$ cat src/rtl/rdi_gen_pkg.sv
package rdi_gen_pkg;
   localparam int CODE_W = 3;
   typedef logic [CODE_W-1:0] rdi_code_t;

   // bit0 ais, bit1 lop, bit2 plm, bit3 uneq, bit4 tim
   typedef struct packed {
      logic tim;
      logic uneq;
      logic plm;
      logic lop;
      logic ais;
   } path_defects_t;

   localparam rdi_code_t LEG_IDLE   = 3'b000;
   localparam rdi_code_t LEG_SERVER = 3'b100;
   localparam rdi_code_t ENH_IDLE   = 3'b001;
   localparam rdi_code_t ENH_SERVER = 3'b101;
   localparam rdi_code_t ENH_CONN   = 3'b110;
   localparam rdi_code_t ENH_PAYLD  = 3'b010;
endpackage

$ cat src/rtl/rdi_defect_encode.sv
module rdi_defect_encode
   import rdi_gen_pkg::*;
(
   input  path_defects_t flags_i,
   input  path_defects_t inhibit_i,
   input  logic          enh_i,
   output rdi_code_t     code_o,
   output logic          active_o
);
   path_defects_t live;
   logic server, conn, payld;

   always_comb begin
      live   = flags_i & ~inhibit_i;
      server = live.ais | live.lop;
      conn   = live.uneq | live.tim;
      payld  = live.plm;
      if (enh_i) begin
         active_o = server | conn | payld;
         if (server)     code_o = ENH_SERVER;
         else if (conn)  code_o = ENH_CONN;
         else if (payld) code_o = ENH_PAYLD;
         else            code_o = ENH_IDLE;
      end else begin
         active_o = server;
         code_o   = server ? LEG_SERVER : LEG_IDLE;
      end
   end
endmodule

$ cat src/rtl/rdi_hold_timer.sv
module rdi_hold_timer
   import rdi_gen_pkg::*;
#(
   parameter int HOLD_FRAMES = 20
) (
   input  logic      clk,
   input  logic      rst_n,
   input  logic      frame_i,
   input  logic      active_i,
   input  rdi_code_t code_i,
   output rdi_code_t next_code_o
);
   localparam int CNT_W = (HOLD_FRAMES > 2) ? $clog2(HOLD_FRAMES) : 1;
   localparam logic [CNT_W-1:0] RELOAD = CNT_W'(HOLD_FRAMES - 1);

   rdi_code_t        held_q;
   logic [CNT_W-1:0] left_q, left_d;

   always_comb begin
      if (active_i) begin
         next_code_o = code_i;
         left_d      = RELOAD;
      end else if (left_q != '0) begin
         next_code_o = held_q;
         left_d      = left_q - CNT_W'(1);
      end else begin
         next_code_o = code_i;
         left_d      = '0;
      end
   end

   always_ff @(posedge clk) begin
      if (!rst_n) begin
         held_q <= '0;
         left_q <= '0;
      end else if (frame_i) begin
         held_q <= next_code_o;
         left_q <= left_d;
      end
   end
endmodule

$ cat src/rtl/rdi_src_select.sv
module rdi_src_select
   import rdi_gen_pkg::*;
#(
   parameter bit FIRST_CH = 1'b1
) (
   input  logic      stm1_i,
   input  logic      prot_sel_i,
   input  logic      sw_mode_i,
   input  rdi_code_t prot_code_i,
   input  rdi_code_t sw_code_i,
   input  rdi_code_t hw_code_i,
   output rdi_code_t code_o
);
   rdi_code_t picked;

   always_comb begin
      if (prot_sel_i)     picked = prot_code_i;
      else if (sw_mode_i) picked = sw_code_i;
      else                picked = hw_code_i;
   end

   generate
      if (FIRST_CH) begin : g_first
         assign code_o = picked;
      end else begin : g_other
         assign code_o = stm1_i ? rdi_code_t'(0) : picked;
      end
   endgenerate
endmodule

$ cat src/rtl/rdi_path_gen.sv
module rdi_path_gen
   import rdi_gen_pkg::*;
#(
   parameter int NUM_CH      = 3,
   parameter int HOLD_FRAMES = 20
) (
   input  logic                     clk,
   input  logic                     rst_n,
   input  logic                     frame_i,
   input  logic                     sw_mode_i,
   input  logic                     enh_mode_i,
   input  logic                     stm1_mode_i,
   input  logic                     prot_sel_i,
   input  logic [NUM_CH-1:0]        ais_i,
   input  logic [NUM_CH-1:0]        lop_i,
   input  logic [NUM_CH-1:0]        plm_i,
   input  logic [NUM_CH-1:0]        uneq_i,
   input  logic [NUM_CH-1:0]        tim_i,
   input  logic [4:0]               inh_mask_i,
   input  logic [CODE_W*NUM_CH-1:0] sw_code_i,
   input  logic [CODE_W*NUM_CH-1:0] prot_code_i,
   output logic [CODE_W*NUM_CH-1:0] rdi_code_o
);
   localparam int BUS_W = CODE_W * NUM_CH;

   generate
      if (NUM_CH < 1 || NUM_CH > 16) begin : g_bad_ch
         $error("rdi_path_gen: NUM_CH out of range");
      end
      if (HOLD_FRAMES < 2) begin : g_bad_hold
         $error("rdi_path_gen: HOLD_FRAMES must be at least 2");
      end
   endgenerate

   path_defects_t mask;
   assign mask = path_defects_t'(inh_mask_i);

   logic [BUS_W-1:0] next_bus;

   for (genvar c = 0; c < NUM_CH; c++) begin : g_ch
      path_defects_t flags;
      rdi_code_t     enc_code, hw_code, sel_code;
      logic          enc_active;

      always_comb begin
         flags.ais  = ais_i[c];
         flags.lop  = lop_i[c];
         flags.plm  = plm_i[c];
         flags.uneq = uneq_i[c];
         flags.tim  = tim_i[c];
      end

      rdi_defect_encode u_enc (
         .flags_i   (flags),
         .inhibit_i (mask),
         .enh_i     (enh_mode_i),
         .code_o    (enc_code),
         .active_o  (enc_active)
      );

      rdi_hold_timer #(.HOLD_FRAMES(HOLD_FRAMES)) u_hold (
         .clk         (clk),
         .rst_n       (rst_n),
         .frame_i     (frame_i),
         .active_i    (enc_active),
         .code_i      (enc_code),
         .next_code_o (hw_code)
      );

      rdi_src_select #(.FIRST_CH(c == 0)) u_sel (
         .stm1_i      (stm1_mode_i),
         .prot_sel_i  (prot_sel_i),
         .sw_mode_i   (sw_mode_i),
         .prot_code_i (prot_code_i[CODE_W*c +: CODE_W]),
         .sw_code_i   (sw_code_i[CODE_W*c +: CODE_W]),
         .hw_code_i   (hw_code),
         .code_o      (sel_code)
      );

      assign next_bus[CODE_W*c +: CODE_W] = sel_code;
   end

   always_ff @(posedge clk) begin
      if (!rst_n)       rdi_code_o <= '0;
      else if (frame_i) rdi_code_o <= next_bus;
   end
endmodule

$ cat config.mk
export PLATFORM = sky130hd
export DESIGN_NAME = rdi_path_gen
export DESIGN_NICKNAME = d
export VERILOG_FILES = /design/src/rtl/rdi_gen_pkg.sv /design/src/rtl/rdi_defect_encode.sv /design/src/rtl/rdi_hold_timer.sv /design/src/rtl/rdi_src_select.sv /design/src/rtl/rdi_path_gen.sv
export SDC_FILE = /design/constraint.sdc
export NUM_CORES = 1
export LEC_CHECK = 0
export CAP_MARGIN = 20
export CORE_MARGIN = 1.5
export CORE_UTILIZATION = 40
export CTS_CLUSTER_SIZE = 16
export DETAILED_ROUTE_END_ITERATION = 7
export DONT_BUFFER_PORTS = 1
export SLEW_MARGIN = 15
export SYNTH_ARGS = -nofsm -noshare
export SYNTH_HDL_FRONTEND = slang
export SYNTH_SLANG_ARGS = --single-unit
export TNS_END_PERCENT = 10
$ cat constraint.sdc
create_clock -name clk -period 1.9 [get_ports clk]
set_input_delay 0.095 -clock clk [delete_from_list [all_inputs] [get_ports clk]]
set_output_delay 0.095 -clock clk [all_outputs]
set_load 0.005 [all_outputs]
==> metrics <==
via density per instance 5.716; outcome finished, final reports clean; core area 4786 um^2; Mapped Cells roughly 260; synthesis-to-finish area growth 8.696%; gr usage total 0.2192; EDFF count, synth 0; CTS sink count 33; CTS tree done; hold crit path type primary input to flop; PortBufs 0; GR Layer Usage met2 0.3482; largest net degree at the start of global routing 32; Worst EP required roughly 2100 ps; Final Non-Filler Cells 327; wire length of the first global-routing pass between 8000 and 9000 um; CP arrival 1930 ps; Slew Viols, Final 0; nets@finish ~300; CP Class flop to flop; met3 Resource Use GR 0.06098; Synth Flop Type dfxtp_1; startpoint types flop; Die H 73.97 um; Avg Inst Size Synth 7.869 um^2; DRC Markers 0; H-tree levels 2; row count 25; RSZ-0062 raised after global routing no; pre-CTS WS 202.7 ps; initial antenna violation count 0; GR Overflow Total 0; Seq/Total Area, Yosys 0.3280; DR vias 1869; share of layout cells above drive strength 1 0.1004; grt met1 use 0.2822; Final min period 1716 ps; latest clock arrival within the worst-skew pair 290 ps; Yosys warnings 0; Setup TNS 0 ps; DR iter-0 viols 116; clk buf depth 2; hpwl dp 3947 um; Root Buffer Master clkbuf_8; Max-slew headroom 0.5535; Distinct cells, synth 58; Final period util 0.9034; CTS buffer count 5; Critical Path End Type flop; Routed Antenna Nets 0; worst-margin pin slew 669.1 ps; Pleak 0.8172 nW; Netlist Area Pre-Place 2014 um^2; # IOs 54; vias in the first global route roughly 1800; achievable frequency between 500 and 600 MHz; setup ws final 183.6 ps; final WL ~5600 um; GRT Max-Usage Layer met2; Initial Util 0.4209; Placer Congestion roughly 0.84; die area 5471 um^2; TritonRoute pass-1 iters 4; worst vdd ir 0.5317 mV; synthesized flop and latch total 33; syn nets 304; Setup Viol. Count Final 0; final hold violation count 0; Clock Pin Slew Worst Setup and Hold Paths around 70 ps; CP Max Fanout 4; Tot Pwr between 1.5 and 2 mW; Setup Skew 6.738 ps; Final Core Density 0.4575; # placed instances between 300 and 400; DIE WIDTH 73.97 um; Max Cap Viol 0; Async S/R FF share, synth 0; Pwr Density 769.7 nW/um^2; Routed wire per std cell between 15 and 20 um
==> area by class of cell <==
cell class | count | area [um^2]
fill | 502 | 2596
multi-input combinational | 194 | 1220
sequential | 33 | 660.6
clock buffer | 7 | 86.33
tap | 67 | 83.83
timing repair buffer | 8 | 72.57
inverter | 17 | 63.81
antenna | 1 | 2.502
==> critical path: stages (launching register included) <==
cell,delay [ps]
dfxtp_1,320
inv_1,70
ha_1,190
or4b_4,500
nand3_2,130
nor2_2,40
a211o_1,260
a21oi_1,130
==> cell families (layout without fill, tap and decap cells) <==
family          Yosys count  after routing  share of synthesized area
buf+inv                  29             32                    0.06646
fa+ha+maj                 3              3                    0.01864
compound gates           95             95                     0.3081
simple gates             94             94                     0.2702
xor+xnor                  2              2                   0.008697
flops                    33             33                     0.3279
other cells               0              1                          0
==> sequential cells by signal (all words and copies together) (netlist names) <==
register,cells
g_ch.u_hold.held_q,9
rdi_code_o,9
g_ch.u_hold.left_q,15
==> synthesized netlist by cell type (all sizes together), types with 3 or more instances <==
cell | count | area share
clkbuf | 7 | 0.013
o31a | 3 | 0.013
o21a | 4 | 0.015
nor2b | 7 | 0.022
nand3 | 3 | 0.0099
inv | 17 | 0.032
nor3 | 9 | 0.027
nand2 | 18 | 0.034
buf | 4 | 0.017
or2 | 3 | 0.0093
ha | 3 | 0.019
nand3b | 3 | 0.017
o22ai | 9 | 0.028
o21ai | 21 | 0.052
a22oi | 6 | 0.022
nor4 | 3 | 0.0093
a21oi | 25 | 0.062
or2b | 4 | 0.016
nand2b | 11 | 0.034
nor2 | 21 | 0.044
dfxtp | 33 | 0.33
==> layer usage <==
metal	vias to the layer above	wire length (um)	part of all wire
li1	954	-	-
met1	858	2442	0.44
met2	50	2680	0.48
met3	7	411	0.073
met4	0	71	0.013
met5	-	0	0
==> cell usage in the layout, fill, tap and decap left out, drive strengths merged, types with 4 or more instances in the layout <==
| cell | n |
|---|---|
| o22ai | 9 |
| dfxtp | 33 |
| nor3 | 9 |
| a22oi | 6 |
| nor2b | 7 |
| o21ai | 21 |
| o21a | 4 |
| nand2 | 18 |
| nand2b | 11 |
| or2b | 4 |
| dlygate4sd3 | 5 |
| inv | 17 |
| clkbuf | 7 |
| nor2 | 21 |
| a21oi | 25 |
==> where the power goes <==
| part | leakage [nW] | internal, mW | switching, mW |
|---|---|---|---|
| clock network | 0.0443 | 0.287 | 0.254 |
| logic | 0.501 | 0.164 | 0.201 |
| registers | 0.272 | 0.742 | 0.0366 |
==> timing repair <==
item | in CTS | in global routing
hold endpoints to repair | 24 | 0
buffers inserted | 0 | 0
setup endpoints to repair | 0 | 0
hold buffers | 5 | 0
gates resized for setup | 0 | 0
==> path summary, 6_finish.rpt <==
| path | start | cells after the start | endpoint | slack [ps] |
|---|---|---|---|---|
| max | g_ch[0].u_hold.left_q[0] | 7 | rdi_code_o[0] | 180 |
| min reg2reg | g_ch[0].u_hold.held_q[2] | 2 | g_ch[0].u_hold.held_q[2] | 460 |
| max reg2reg | g_ch[0].u_hold.left_q[0] | 7 | rdi_code_o[0] | 180 |
| min | sw_code_i[1] | 2 | rdi_code_o[1] | 10 |
==> per-stage QoR <==
stage / instance area, um^2 / hold slack (ps)
after CTS: 2187 / 1.203
after detailed placement: 2051 / 200.6
after global placement: 2051 / 199.4
after floorplan: 2014 / 254.3
after global routing: 2187 / 2.704
final: 2190 / 13.58
Power figures use the tool's default switching activity.
